[config.mk]
export PLATFORM = sky130hd
export DESIGN_NAME = temp_window_qual
export DESIGN_NICKNAME = d
export VERILOG_FILES = /design/src/rtl/temp_window_qual_pkg.sv /design/src/rtl/temp_window_qual_dp.sv /design/src/rtl/temp_window_qual_ctl.sv /design/src/rtl/temp_window_qual.sv
export SDC_FILE = /design/constraint.sdc
export NUM_CORES = 1
export LEC_CHECK = 0
export ABC_CLOCK_PERIOD_IN_PS = 6200
export CAP_MARGIN = 10
export CELL_PAD_IN_SITES_DETAIL_PLACEMENT = 0
export CELL_PAD_IN_SITES_GLOBAL_PLACEMENT = 2
export CORE_AREA = 2 2 50 52
export CTS_CLUSTER_DIAMETER = 40
export DETAILED_ROUTE_END_ITERATION = 16
export DIE_AREA = 0 0 52 54
export PLACE_DENSITY = 0.89
export SLEW_MARGIN = 20
export SYNTH_ARGS = -nofsm -noshare
export SYNTH_HDL_FRONTEND = slang
export SYNTH_SLANG_ARGS = --single-unit
[constraint.sdc]
create_clock -name clk -period 6.2 [get_ports clk]
set_clock_uncertainty 0.15 [all_clocks]
set_input_delay 1.24 -clock clk [delete_from_list [all_inputs] [get_ports clk]]
set_output_delay 1.24 -clock clk [all_outputs]
set_load 0.02 [all_outputs]
[src/rtl/temp_window_qual_pkg.sv]
package temp_window_qual_pkg;
  // Strobes from control to the interval counter datapath.
  typedef struct packed {
    logic clrCnt;   // restart the interval
    logic incCnt;   // one qualified tick
    logic selLong;  // compare against the long (leave-window) interval
  } qualStrobes_t;
endpackage

[src/rtl/temp_window_qual_dp.sv]
module temp_window_qual_dp
  import temp_window_qual_pkg::*;
#(
  parameter int OUT_MS = 400,
  parameter int IN_MS  = 20,
  localparam int MAX_MS = (OUT_MS > IN_MS) ? OUT_MS : IN_MS,
  localparam int CNT_W  = $clog2(MAX_MS + 1)
) (
  input  logic             clk,
  input  logic             rstN,
  input  qualStrobes_t     strobes,
  output logic [CNT_W-1:0] cnt,
  output logic             atLimit
);
  localparam logic [CNT_W-1:0] LONG_LAST  = CNT_W'(OUT_MS - 1);
  localparam logic [CNT_W-1:0] SHORT_LAST = CNT_W'(IN_MS - 1);
  localparam logic [CNT_W-1:0] CNT_MAX    = LONG_LAST > SHORT_LAST ? LONG_LAST : SHORT_LAST;

  logic [CNT_W-1:0] lastVal;

  assign lastVal = strobes.selLong ? LONG_LAST : SHORT_LAST;
  assign atLimit = (cnt >= lastVal);

  always_ff @(posedge clk or negedge rstN) begin
    if (!rstN) begin
      cnt <= '0;
    end else if (strobes.clrCnt) begin
      cnt <= '0;
    end else if (strobes.incCnt && (cnt < CNT_MAX)) begin
      cnt <= cnt + 1'b1;
    end
  end
endmodule

[src/rtl/temp_window_qual_ctl.sv]
module temp_window_qual_ctl
  import temp_window_qual_pkg::*;
(
  input  logic         clk,
  input  logic         rstN,
  input  logic         msTick,
  input  logic         coldTrip,
  input  logic         coldRelease,
  input  logic         hotTrip,
  input  logic         cutTrip,
  input  logic         atLimit,
  output qualStrobes_t strobes,
  output logic         tempValid
);
  logic outOfRange;
  logic inRange;
  logic target;
  logic flip;

  // Leaving needs only the trip levels; re-entry on the cold side needs the release flag.
  assign outOfRange = coldTrip | hotTrip | cutTrip;
  assign inRange    = coldRelease & ~coldTrip & ~hotTrip & ~cutTrip;
  assign target     = tempValid ? outOfRange : inRange;
  assign flip       = target & msTick & atLimit;

  always_comb begin
    strobes.selLong = tempValid;
    strobes.clrCnt  = ~target | flip;
    strobes.incCnt  = target & msTick & ~atLimit;
  end

  always_ff @(posedge clk or negedge rstN) begin
    if (!rstN) begin
      tempValid <= 1'b0;
    end else if (flip) begin
      tempValid <= ~tempValid;
    end
  end
endmodule

[src/rtl/temp_window_qual.sv]
module temp_window_qual
  import temp_window_qual_pkg::*;
#(
  parameter int OUT_MS = 400,
  parameter int IN_MS  = 20
) (
  input  logic clk,
  input  logic rstN,
  input  logic msTick,
  input  logic coldTrip,
  input  logic coldRelease,
  input  logic hotTrip,
  input  logic cutTrip,
  output logic tempValid
);
  localparam int MAX_MS = (OUT_MS > IN_MS) ? OUT_MS : IN_MS;
  localparam int CNT_W  = $clog2(MAX_MS + 1);

  qualStrobes_t     strobes;
  logic [CNT_W-1:0] cnt;
  logic             atLimit;

  temp_window_qual_ctl u_ctl (
    .clk(clk), .rstN(rstN), .msTick(msTick),
    .coldTrip(coldTrip), .coldRelease(coldRelease),
    .hotTrip(hotTrip), .cutTrip(cutTrip),
    .atLimit(atLimit), .strobes(strobes), .tempValid(tempValid)
  );

  temp_window_qual_dp #(.OUT_MS(OUT_MS), .IN_MS(IN_MS)) u_dp (
    .clk(clk), .rstN(rstN), .strobes(strobes), .cnt(cnt), .atLimit(atLimit)
  );
endmodule

Yosys cells after proc, flatten, opt, wreduce, memory -nomap -nowiden
Cells that the tools add are included.
- register bits: 10
- latch bits: 0
- memory bits (writable): 0
- bits in read-only memories: 0
- bits of input ports: 7
- output and inout bits: 1
- memories: 0
- add/sub/neg operators: 1
- $mul: 0
- divide/modulo/power cells: 0
- magnitude comparators: 2
- equality and inequality tests: 0
- shift operators: 0
- multiplexer cells: 4
- bitwise gates (word level): 15
- reduce and logical (&&, ||, !) cells: 2
- operators by type and width (kind ; count):
    9-bit 2-to-1 mux ; 3
    9-bit by 1-bit adder with 9-bit output, second input constant ; 1
    9-bit greater-or-equal comparator ; 1
    9-bit < comparator, second input constant ; 1
    1-bit AND ; 6
    1-bit NOT ; 6
    1-bit OR ; 3
    2-bit nonzero test ; 1
    1-bit logical AND ; 1
    1-bit 2-to-1 mux ; 1

Depth between registers and ports, before layout
Gate-level depths: netlist of the first run.
- depth after elaboration: 10
- depth in mapped cells: 7
- gate-level depth less buffers: 7

Hierarchy
A second synthesis of the first run with hierarchy kept.
- cell total of the unflattened synthesis: 75
- area, all modules: 749.5 µm²
- by module, submodules not included (module ; times used ; cells each ; area an instance (µm²) ; seq. area each (µm²)):
    temp_window_qual_dp ; 1 ; 65 ; 644.4 ; 225.2
    temp_window_qual_ctl ; 1 ; 10 ; 105.1 ; 25.0

Worst setup path after synthesis of the first run
No wires, ideal clock.
- path type: input port to flip-flop
- start point: in coldTrip
- end point: reg u_dp.cnt[6]
- library setup time: 0.126 ns
- data arrival time: 2.333 ns
- required time: 5.924 ns
- slack: 3.592 ns
- stages: 5
- path buffers: 0
- cells stage by stage: nor3_2 -> mux2i_1 -> a21oi_4 -> and3_4 -> a221o_1
- longest elaborated chain between the ends: 9
- RTL lines (element ; line ; source):
    from (decl) ; temp_window_qual.sv:10 ; input logic coldTrip,
    1-bit NOT ; temp_window_qual_ctl.sv:22 ; assign inRange = coldRelease & ~coldTrip & ~hotTrip & ~cutTrip;
    1-bit AND (3 in series) ; temp_window_qual_ctl.sv:22 ;
    1-bit 2-to-1 mux (*) ; temp_window_qual_ctl.sv:23 ; assign target = tempValid ? outOfRange : inRange;
    1-bit AND ; temp_window_qual_ctl.sv:24, temp_window_qual_ctl.sv:29 ;
    1-bit AND, on equally long branches ; temp_window_qual_ctl.sv:24, temp_window_qual_ctl.sv:29 ;
    1-bit OR or 1-bit logical AND (tied branches) ; temp_window_qual_ctl.sv:28, temp_window_qual_dp.sv:29 ;
    9-bit 2-to-1 mux or 2-bit nonzero test (tied branches) ; n/a ;
    to (signal assigned) ; temp_window_qual_dp.sv:30 ; cnt <= cnt + 1'b1;
    to (decl) ; temp_window_qual_dp.sv:12 ; output logic [CNT_W-1:0] cnt,
Mark *: on every way between the ends. The rest lies on a longest branch, timed or not.
A chain may end at the register's enable or synchronous reset.

Worst setup path in the final report of the first run
Same ends and word-level chain as after synthesis.

==> summary.md, run 1 <==
| Metric | Value |
|---|---|
| Worst Hold Depth | `1` |
| Worst path slowest cell | `clkdlybuf4s50_1` |
| Arrival time worst endpoint | `2910 ps` |
| Standard-cell rows | `18` |
| Avg Cell Area, Syn | `9.71 µm²` |
| Cell Area, Synth | `816 µm²` |
| Max-slew violation count | `0` |
| RR Startpoint | `u_ctl.tempValid$_DFFE_PN0P_` |
| Comb power frac | `19.8%` |
| Area growth, synth to finish | `17.6%` |
| Max Clk Rate | `0.345 GHz` |
| Post-layout util | `41.4%` |
| Routed length per instance | `13.9 µm` |
| Num CTS Buffers | `3` |
| Port Buf Inserts | `7` |
| Status | `complete, no violations` |
| Number of instances resized during post-cts repair | `0` |
| Register area share after synthesis | `30.7%` |
| Crit-path cells | `clkdlybuf4s50_1, o311a_1, a31o_1, nand2_1, nor3_2, a221o_1` |
| Clock Power Share | `32.8%` |
| Seq pwr share | `47.4%` |
| Crit-path max FO | `6` |
| Largest net degree at the start of global routing | `11` |
| Worst path max stage delay | `440 ps` |
| Yosys cell types | `38` |
| Number of hold violations in the final report | `0` |
| CTS clk-pin slew, worst paths | `70 ps` |
| Hold Path Class | `flip-flop to flip-flop` |
| RSZ-0062 raised after global routing | `false` |
| DRT antenna net count | `0` |
| Critical Path RT | `6210 ps` |
| Largest cells by area after synthesis | `dfrtp_1 (31%), ha_1 (9.2%), nand3_1 (5.5%)` |
| Period utilization | `46.7%` |
| All-Layer GR Usage | `14.9%` |
| Share of layout cells above drive strength 1 | `18.9%` |
| Post-synth ARST share | `100%` |
| Crit. End Element | `flip-flop` |
| Nets | `109` |
| Synth area leader | `dfrtp_1` |
| Setup TNS | `0 ps` |
| Yosys reg bits | `10` |
| Antenna cell count | `0` |
| CTS tree | `built` |
| Main synth FF type | `dfrtp_1` |
| First-pass iteration count of the detailed router | `4` |
| DIE HEIGHT | `54 µm` |
| First-pass GRT wire length | `3040 µm` |
| Chip width | `52 µm` |
| Final hold slack | `429 ps` |
| Detail Placement HPWL | `1350 µm` |
| EDFF count, synth | `0` |
| H-tree levels | `1` |
| Slew HR | `68.6%` |
| Final instance area | `960 µm²` |
| Total wire length | `1740 µm` |
| Via Count | `714` |
| FF-to-FF path depth | `7` |
| CP Class | `primary input to flip-flop` |
| Vias per cell | `5.71` |
| Syn Nets | `97` |
| Lkg Pwr | `0.393 nW` |
| Startpoint Class | `primary input` |
| Initial antenna violation count | `0` |
| Inst Count DP | `121` |
| Post-Synthesis Cells | `84` |
| Switch share | `30.4%` |
| Origin of the worst setup path | `coldTrip` |
| Max Cap Viol | `0` |
| Core region area | `0.00232 mm²` |
| CTS max path bufs | `2` |
| Post-CTS Setup Bufs | `0` |
| Net Switching | `0.0555 mW` |
| Final Non-Filler Cells | `125` |
| Internal power | `0.127 mW` |
| Die area | `0.00281 mm²` |
| Final Setup Violations | `0` |
| Root buffer selected by CTS | `clkbuf_4` |
| Initial core utilization | `35.2%` |
| Hold-fix buffers, CTS | `0` |
| Gpl congestion | `0.773` |
| Yosys warns | `0` |
| Family with the most delay on the worst path | `compound AO/OA/AOI/OAI gates` |
| Buffers & Inverters on Critical Path | `1` |
| Worst path depth | `6` |
| Peak supply drop | `0.138 mV` |
| Tmin final | `2900 ps` |
| Placed inst area | `923 µm²` |
| Startpoint of the worst hold path | `u_dp.cnt[8]$_DFFE_PN0P_` |
| DRT iter0 DRCs | `16` |
| Worst Tran Pin Value | `469 ps` |
| Total gr overflow | `0` |
| DRC | `0` |
| Vias in the first global route | `704` |
| Clock sinks | `10` |
| Area share of the largest cell type after synthesis | `30.7%` |
| Worst-Skew Late Latency | `270 ps` |
| I/O pin cnt | `8` |
| Pwr per Cell Area | `190 mW/mm²` |
-- layout by cell type (no fill, tap or decap), types with 2 or more instances in the layout --
| cell type | Yosys | final |
|---|---|---|
| a21oi_1 | 4 | 4 |
| mux2i_1 | 4 | 4 |
| ha_1 | 6 | 6 |
| nor3_2 | 2 | 2 |
| xnor2_1 | 2 | 2 |
| nor4_1 | 3 | 3 |
| nor2_1 | 3 | 3 |
| inv_1 | 2 | 2 |
| clkdlybuf4s50_1 | 0 | 7 |
| nor2b_1 | 2 | 2 |
| dfrtp_1 | 10 | 10 |
| nand2_1 | 8 | 8 |
| nand3b_1 | 2 | 2 |
| nand3_1 | 9 | 9 |
| a221o_1 | 2 | 2 |
| nor3_1 | 2 | 2 |
| clkbuf_4 | 0 | 3 |
-- cells by family after synthesis --
kind of cell             after synthesis  synth area share [%]
AO/OA/AOI/OAI                         20                  22.7
XOR/XNOR                               2                  2.15
adder cells (fa/ha/maj)                6                  9.20
buffers and inverters                  2                 0.921
flip-flops                            10                  30.7
multiplexers                           5                  6.29
AND/OR/NAND/NOR                       39                  28.1
-- area by class of cell --
cell class,instances,area (µm²)
Clock buffer,4,36.3
Fill cell,236,1360
Inverter,2,7.51
Multi-Input combinational cell,72,558
Sequential cell,10,250
Tap cell,30,37.5
Timing Repair Buffer,7,70.1
-- synthesized netlist by cell type (2+ instances only) --
cell       n
dfrtp_1   10
nand3_1    9
nand2_1    8
ha_1       6
a21oi_1    4
mux2i_1    4
nor2_1     3
nor4_1     3
a221o_1    2
inv_1      2
nand3b_1   2
nor2b_1    2
nor3_1     2
nor3_2     2
xnor2_1    2
-- per-layer routing --
metal  share of wire (%)  GRT usage [%]  wire length (µm)
met5                   0              0                 0
met4                 2.5           7.46                44
met3                 4.7           5.28                81
met2                  49           23.8               847
met1                  44           17.8               762
-- power groups by stage --
stage / combinational [mW] / clock [mW] / sequential [mW]
global placement: 0.0351 / 0 / 0.0878
floorplan: 0.0250 / 0 / 0.0833
CTS: 0.0368 / 0.0608 / 0.0863
detailed placement: 0.0362 / 0 / 0.0876
global route: 0.0407 / 0.0644 / 0.0879
finish: 0.0362 / 0.0599 / 0.0865
-- flip-flops by register name (all words and copies together) (netlist names) --
signal and flops:
u_ctl.tempValid 1, u_dp.cnt 9
-- worst paths after layout --
kind / end / slack [ps]
min in group asynchronous: u_dp.cnt[0]$_DFFE_PN0P_ / 1140
hold / removal: u_dp.cnt[8]$_DFFE_PN0P_ / 430
setup / recovery: u_dp.cnt[6]$_DFFE_PN0P_ / 3300
max in group asynchronous: u_dp.cnt[7]$_DFFE_PN0P_ / 4440
hold reg to reg: u_dp.cnt[8]$_DFFE_PN0P_ / 430
setup reg to reg: u_dp.cnt[0]$_DFFE_PN0P_ / 3850
-- per-stage QoR --
| stage | total power, mW | setup slack [ps] |
|---|---|---|
| 2_1_floorplan | 0.108 | 3590 |
| 3_3_place_gp | 0.123 | 3060 |
| 3_5_place_dp | 0.124 | 3010 |
| 4_1_cts | 0.184 | 3310 |
| 5_1_grt | 0.193 | 3240 |
| 6_report | 0.183 | 3300 |
No activity file was read; power rests on OpenSTA's default activity.
==> run 2: changes to the inputs <==
--- a/config.mk
+++ b/config.mk
@@ -5,15 +5,15 @@
 export SDC_FILE = /design/constraint.sdc
 export NUM_CORES = 1
 export LEC_CHECK = 0
-export ABC_CLOCK_PERIOD_IN_PS = 6200
+export ABC_CLOCK_PERIOD_IN_PS = 2430
 export CAP_MARGIN = 10
 export CELL_PAD_IN_SITES_DETAIL_PLACEMENT = 0
 export CELL_PAD_IN_SITES_GLOBAL_PLACEMENT = 2
-export CORE_AREA = 2 2 50 52
+export CORE_AREA = 2 2 55 57
 export CTS_CLUSTER_DIAMETER = 40
 export DETAILED_ROUTE_END_ITERATION = 16
-export DIE_AREA = 0 0 52 54
-export PLACE_DENSITY = 0.89
+export DIE_AREA = 0 0 57 59
+export PLACE_DENSITY = 0.79
 export SLEW_MARGIN = 20
 export SYNTH_ARGS = -nofsm -noshare
 export SYNTH_HDL_FRONTEND = slang
==> constraint.sdc (replaced) <==
create_clock -name clk -period 2.43 [get_ports clk]
set_clock_uncertainty 0.15 [all_clocks]
set_input_delay 0.486 -clock clk [delete_from_list [all_inputs] [get_ports clk]]
set_output_delay 0.486 -clock clk [all_outputs]
set_load 0.02 [all_outputs]
==> summary.md, run 2 (synthesized netlist as in run 1, its figures left out) <==
| Metric | Value |
|---|---|
| Max Clk Rate | `0.458 GHz` |
| Total power after layout | `0.477 mW (was 0.183 mW)` |
| Biggest register | `u_dp.cnt (unchanged)` |
| Setup WS pre-CTS | `12.5 ps (was 3010 ps)` |
| Antenna cell count | `0 (unchanged)` |
| CTS clk-pin slew, worst paths | `70 ps (about the same)` |
| Final setup margin | `246 ps (was 3300 ps)` |
| Initial antenna violation count | `0 (unchanged)` |
| Commonest non-fill, non-tap cell in the layout | `dfrtp_1 (unchanged)` |
| Worst Tran Pin Value | `484 ps (was 469 ps)` |
| Die area | `0.00336 mm² (was 0.00281 mm²)` |
| Max Cap Viol | `0 (unchanged)` |
| Core region area | `0.00271 mm² (was 0.00232 mm²)` |
| RSZ-0062 raised after global routing | `false (unchanged)` |
| Number of flip-flops in the largest register | `9 (unchanged)` |
| Max-slew violation count | `0 (unchanged)` |
| First-pass GRT wire length | `3170 µm (was 3040 µm)` |
| Worst-Skew Late Latency | `270 ps (about the same)` |
| Standard-cell rows | `19 (was 18)` |
| DRT iter0 DRCs | `8 (was 16)` |
| CP Class | `flip-flop to flip-flop (was primary input to flip-flop)` |
| Tmin final | `2180 ps` |
| Lkg Pwr | `0.411 nW (was 0.393 nW)` |
| Clock sinks | `10 (unchanged)` |
| Startpoint Class | `flip-flop (was primary input)` |
| Peak supply drop | `0.292 mV (was 0.138 mV)` |
| Setup TNS | `0 ps (unchanged)` |
| Nets | `113 (was 109)` |
| Crit-path max FO | `7 (was 6)` |
| Post-CTS Setup Bufs | `0 (unchanged)` |
| Total wire length | `1840 µm (was 1740 µm)` |
| Status | `complete, no violations (unchanged)` |
| Hold-fix buffers, CTS | `0 (unchanged)` |
| Initial core utilization | `30.1% (was 35.2%)` |
| Via Count | `728 (was 714)` |
| Slew HR | `67.6% (was 68.6%)` |
| Detail Placement HPWL | `1440 µm (was 1350 µm)` |
| Chip width | `57 µm (was 52 µm)` |
| H-tree levels | `1 (unchanged)` |
| First-pass iteration count of the detailed router | `4 (unchanged)` |
| Routed length per instance | `14.2 µm (was 13.9 µm)` |
| Root buffer selected by CTS | `clkbuf_4 (unchanged)` |
| Port Buf Inserts | `7 (unchanged)` |
| Gpl congestion | `0.744 (was 0.773)` |
| Crit. End Element | `flip-flop (unchanged)` |
| Largest net degree at the start of global routing | `11 (unchanged)` |
| Biggest regs | `u_dp.cnt: 9 flops, u_ctl.tempValid: 1 flops (unchanged)` |
| DRT antenna net count | `0 (unchanged)` |
| Number of instances resized during post-cts repair | `0 (unchanged)` |
| Total gr overflow | `0 (unchanged)` |
| Number of hold violations in the final report | `0 (unchanged)` |
| CTS max path bufs | `2 (unchanged)` |
| All-Layer GR Usage | `12.5% (was 14.9%)` |
| Final Setup Violations | `0 (unchanged)` |
| Pwr per Cell Area | `481 mW/mm² (was 190 mW/mm²)` |
| Arrival time worst endpoint | `2240 ps (was 2910 ps)` |
| Share of layout cells above drive strength 1 | `22.2% (was 18.9%)` |
| Period utilization | `89.9%` |
| Critical Path RT | `2480 ps (was 6210 ps)` |
| Vias per cell | `5.60 (was 5.71)` |
| Hold Path Class | `primary input to asynchronous set/reset pin (was flip-flop to flip-flop)` |
| Most frequent cells in the layout | `dfrtp_1 (10), nand3_1 (9), nand2_1 (8), clkdlybuf4s50_1 (7), ha_1 (6) (unchanged)` |
| DRC | `0 (unchanged)` |
| DIE HEIGHT | `59 µm (was 54 µm)` |
| I/O pin cnt | `8 (unchanged)` |
| Num CTS Buffers | `3 (unchanged)` |
| Area growth, synth to finish | `21.5% (was 17.6%)` |
| CTS tree | `built (unchanged)` |
| Vias in the first global route | `709 (was 704)` |
-- run 2: changes by cell type in the layout (fill, tap and decap cells not counted), sizes merged --
cell,change
buf,+4
-- run 2: final cells by class --
cell class | instances | area, µm²
clock buffers | 4 | 36.3
well taps | 31 | 38.8
fillers | 301 | 1720
inverters | 2 | 7.51
flip-flops and latches | 10 | 250
multi-input cells | 72 | 558
repair buffers | 11 | 100
-- run 2: final timing paths --
check | cells after the start | from | slack (ps) | endpoint
min in group clk | 1 | u_dp.cnt[8]$_DFFE_PN0P_ | 420 | u_dp.cnt[8]$_DFFE_PN0P_
max in group asynchronous | 1 | rstN | 1420 | u_dp.cnt[8]$_DFFE_PN0P_
hold / removal | 1 | rstN | 390 | u_dp.cnt[1]$_DFFE_PN0P_
setup reg to reg | 7 | u_ctl.tempValid$_DFFE_PN0P_ | 250 | u_dp.cnt[3]$_DFFE_PN0P_
setup / recovery | 7 | u_ctl.tempValid$_DFFE_PN0P_ | 250 | u_dp.cnt[3]$_DFFE_PN0P_
hold reg to reg | 1 | u_dp.cnt[8]$_DFFE_PN0P_ | 420 | u_dp.cnt[8]$_DFFE_PN0P_
-- run 2: per-stage QoR --
step / cell area [µm²] / cells / utilization [%] / hold slack, ps
final: 991 / 130 / 36.6 / 387
after detailed placement: 955 / 126 / 35.2 / 400
after CTS: 991 / 130 / 36.6 / 413
after global routing: 991 / 130 / 36.6 / 421
after global placement: 955 / 126 / 35.2 / 413
after floorplan: 816 / 84 / - / 40.4
-- run 2: power by group --
part,internal (mW),switching [mW]
registers,0.186,0.0303
clock network,0.0911,0.0654
logic,0.0540,0.0505
-- run 2: worst max-delay path, cell delays in order (launching register included) --
cell	delay, ps
dfrtp_1	370
inv_1	170
ha_1	280
a21oi_1	160
o22ai_2	120
o2111a_2	320
nor4_1	310
mux2i_1	220
-- run 2: metal layers --
metal	GRT usage (%)	share of wire [%]	wire [µm]	vias to the layer above
met5	0	0	0	-
met4	6.98	2.1	38	0
met3	1.31	2.6	48	4
met2	22.3	50	927	12
met1	14.6	45	827	347
li1	-	-	-	365
==> run 3: changes to the inputs <==
--- a/config.mk
+++ b/config.mk
@@ -13,8 +13,8 @@
 export CTS_CLUSTER_DIAMETER = 40
 export DETAILED_ROUTE_END_ITERATION = 16
 export DIE_AREA = 0 0 57 59
-export PLACE_DENSITY = 0.79
-export SLEW_MARGIN = 20
+export PLACE_DENSITY_LB_ADDON = 0.1
+export SLEW_MARGIN = 15
 export SYNTH_ARGS = -nofsm -noshare
 export SYNTH_HDL_FRONTEND = slang
 export SYNTH_SLANG_ARGS = --single-unit
==> summary.md, run 3 (synthesized netlist as in run 1, its figures left out) <==
| Metric | Value |
|---|---|
| DRT antenna net count | `0 (unchanged)` |
| Total gr overflow | `0 (unchanged)` |
| Biggest regs | `u_dp.cnt: 9 flops, u_ctl.tempValid: 1 flops (unchanged)` |
| First-pass GRT wire length | `3510 µm (was 3170 µm)` |
| All-Layer GR Usage | `14.2% (was 12.5%)` |
| Clock sinks | `10 (unchanged)` |
| CTS tree | `built (unchanged)` |
| DIE HEIGHT | `59 µm (unchanged)` |
| Post-CTS Setup Bufs | `0 (unchanged)` |
| CTS max path bufs | `2 (unchanged)` |
| Post-layout util | `36.3% (was 36.6%)` |
| Lkg Pwr | `0.409 nW (was 0.411 nW)` |
| Largest net degree at the start of global routing | `11 (unchanged)` |
| Port Buf Inserts | `7 (unchanged)` |
| Worst Tran Pin Value | `477 ps (was 484 ps)` |
| Max Cap Viol | `0 (unchanged)` |
| Vias in the first global route | `688 (was 709)` |
| Root buffer selected by CTS | `clkbuf_4 (unchanged)` |
| Number of instances resized during post-cts repair | `0 (unchanged)` |
| Final Setup Violations | `0 (unchanged)` |
| Slew HR | `68.1% (was 67.6%)` |
| Detail Placement HPWL | `1640 µm (was 1440 µm)` |
| RSZ-0062 raised after global routing | `false (unchanged)` |
| Pwr per Cell Area | `457 mW/mm² (was 481 mW/mm²)` |
| Origin of the worst setup path | `u_ctl.tempValid$_DFFE_PN0P_ (unchanged)` |
| Setup TNS | `0 ps (unchanged)` |
| R2R setup slack | `220 ps (was 250 ps)` |
| Period utilization | `91.1% (was 89.9%)` |
| Hold Path Class | `primary input to asynchronous set/reset pin (unchanged)` |
| Commonest non-fill, non-tap cell in the layout | `dfrtp_1 (unchanged)` |
| Total wire length | `2030 µm (was 1840 µm)` |
| Max-slew violation count | `0 (unchanged)` |
| RR Startpoint | `u_ctl.tempValid$_DFFE_PN0P_ (unchanged)` |
| Initial core utilization | `30.1% (unchanged)` |
| Worst-Skew Late Latency | `270 ps (about the same)` |
| CTS clk-pin slew, worst paths | `70 ps (about the same)` |
| Core region area | `0.00271 mm² (unchanged)` |
| Peak supply drop | `0.220 mV (was 0.292 mV)` |
| H-tree levels | `1 (unchanged)` |
| Most frequent cells in the layout | `dfrtp_1 (10), nand3_1 (9), nand2_1 (8), clkdlybuf4s50_1 (7), ha_1 (6) (unchanged)` |
| Via Count | `721 (was 728)` |
| DRC | `0 (unchanged)` |
| Final hold slack | `390 ps (was 387 ps)` |
| Reg-to-Reg End | `u_dp.cnt[8]$_DFFE_PN0P_ (was u_dp.cnt[3]$_DFFE_PN0P_)` |
| Initial antenna violation count | `0 (unchanged)` |
| Routed length per instance | `15.6 µm (was 14.2 µm)` |
| Status | `complete, no violations (unchanged)` |
| Max Clk Rate | `0.452 GHz (was 0.458 GHz)` |
| Biggest register | `u_dp.cnt (unchanged)` |
| CP Class | `flip-flop to flip-flop (unchanged)` |
| Number of flip-flops in the largest register | `9 (unchanged)` |
| I/O pin cnt | `8 (unchanged)` |
| Critical Path RT | `2490 ps (was 2480 ps)` |
| Die area | `0.00336 mm² (unchanged)` |
| First-pass iteration count of the detailed router | `6 (was 4)` |
| Area growth, synth to finish | `20.7% (was 21.5%)` |
| Number of hold violations in the final report | `0 (unchanged)` |
| Chip width | `57 µm (unchanged)` |
| Crit-path max FO | `7 (unchanged)` |
| Share of layout cells above drive strength 1 | `22.2% (unchanged)` |
| Arrival time worst endpoint | `2280 ps (was 2240 ps)` |
| Nets | `114 (was 113)` |
| Hold-fix buffers, CTS | `0 (unchanged)` |
| Crit. End Element | `flip-flop (unchanged)` |
| FF-to-FF path depth | `7 (unchanged)` |
| Gpl congestion | `0.709 (was 0.744)` |
| Vias per cell | `5.55 (was 5.60)` |
| Tmin final | `2210 ps (was 2180 ps)` |
| Standard-cell rows | `19 (unchanged)` |
| Antenna cell count | `0 (unchanged)` |
| DRT iter0 DRCs | `29 (was 8)` |
| Startpoint Class | `flip-flop (unchanged)` |
| Num CTS Buffers | `3 (unchanged)` |
==> run 3: metal layers <==
| layer | vias up | track usage (%) | share of wire, % |
|---|---|---|---|
| li1 | 365 | - | - |
| met1 | 338 | 17.8 | 46 |
| met2 | 16 | 23.5 | 49 |
| met3 | 2 | 3.93 | 3.7 |
| met4 | 0 | 4.98 | 1.1 |
| met5 | - | 0 | 0 |
==> run 3: layout make-up <==
cell class / instances / area [µm²]
fill: 299 / 1730
multi-input combinational: 72 / 558
sequential: 10 / 250
timing repair buffer: 12 / 108
tap: 31 / 38.8
clock buffer: 3 / 22.5
inverter: 2 / 7.51
==> run 3: power by group <==
part,internal [mW],leakage [nW],switching [mW]
Clock,0.0571,0.0138,0.0576
Sequential,0.186,0.130,0.0222
Combinational,0.0636,0.265,0.0633
Total,0.306,0.409,0.143
==> run 3: critical path, cell delays in order, from the launching register on <==
cell and delay (ps):
dfrtp_1 380, inv_1 160, ha_1 280, a21oi_1 160
o22ai_2 120, o2111a_2 330, nor4b_1 410, o21ba_2 180
==> run 3: through the flow <==
step,total power [mW],area [µm²],setup WS [ps],cells
6_report,0.450,985,216,130
5_1_grt,0.484,985,11.9,130
4_1_cts,0.460,985,190,130
3_5_place_dp,0.340,962,10.2,127
3_3_place_gp,0.338,962,44.6,127
2_1_floorplan,0.276,816,180,84
==> run 3: worst max-delay path by stage <==
stage	depth (start not counted)	to	slack (ps)
2_1_floorplan	7	u_dp.cnt[3]$_DFFE_PN0P_	180
3_3_place_gp	6	u_dp.cnt[6]$_DFFE_PN0P_	40
3_5_place_dp	6	u_dp.cnt[5]$_DFFE_PN0P_	10
4_1_cts	7	u_dp.cnt[8]$_DFFE_PN0P_	190
5_1_grt	7	u_dp.cnt[0]$_DFFE_PN0P_	10
6_report	7	u_dp.cnt[8]$_DFFE_PN0P_	220
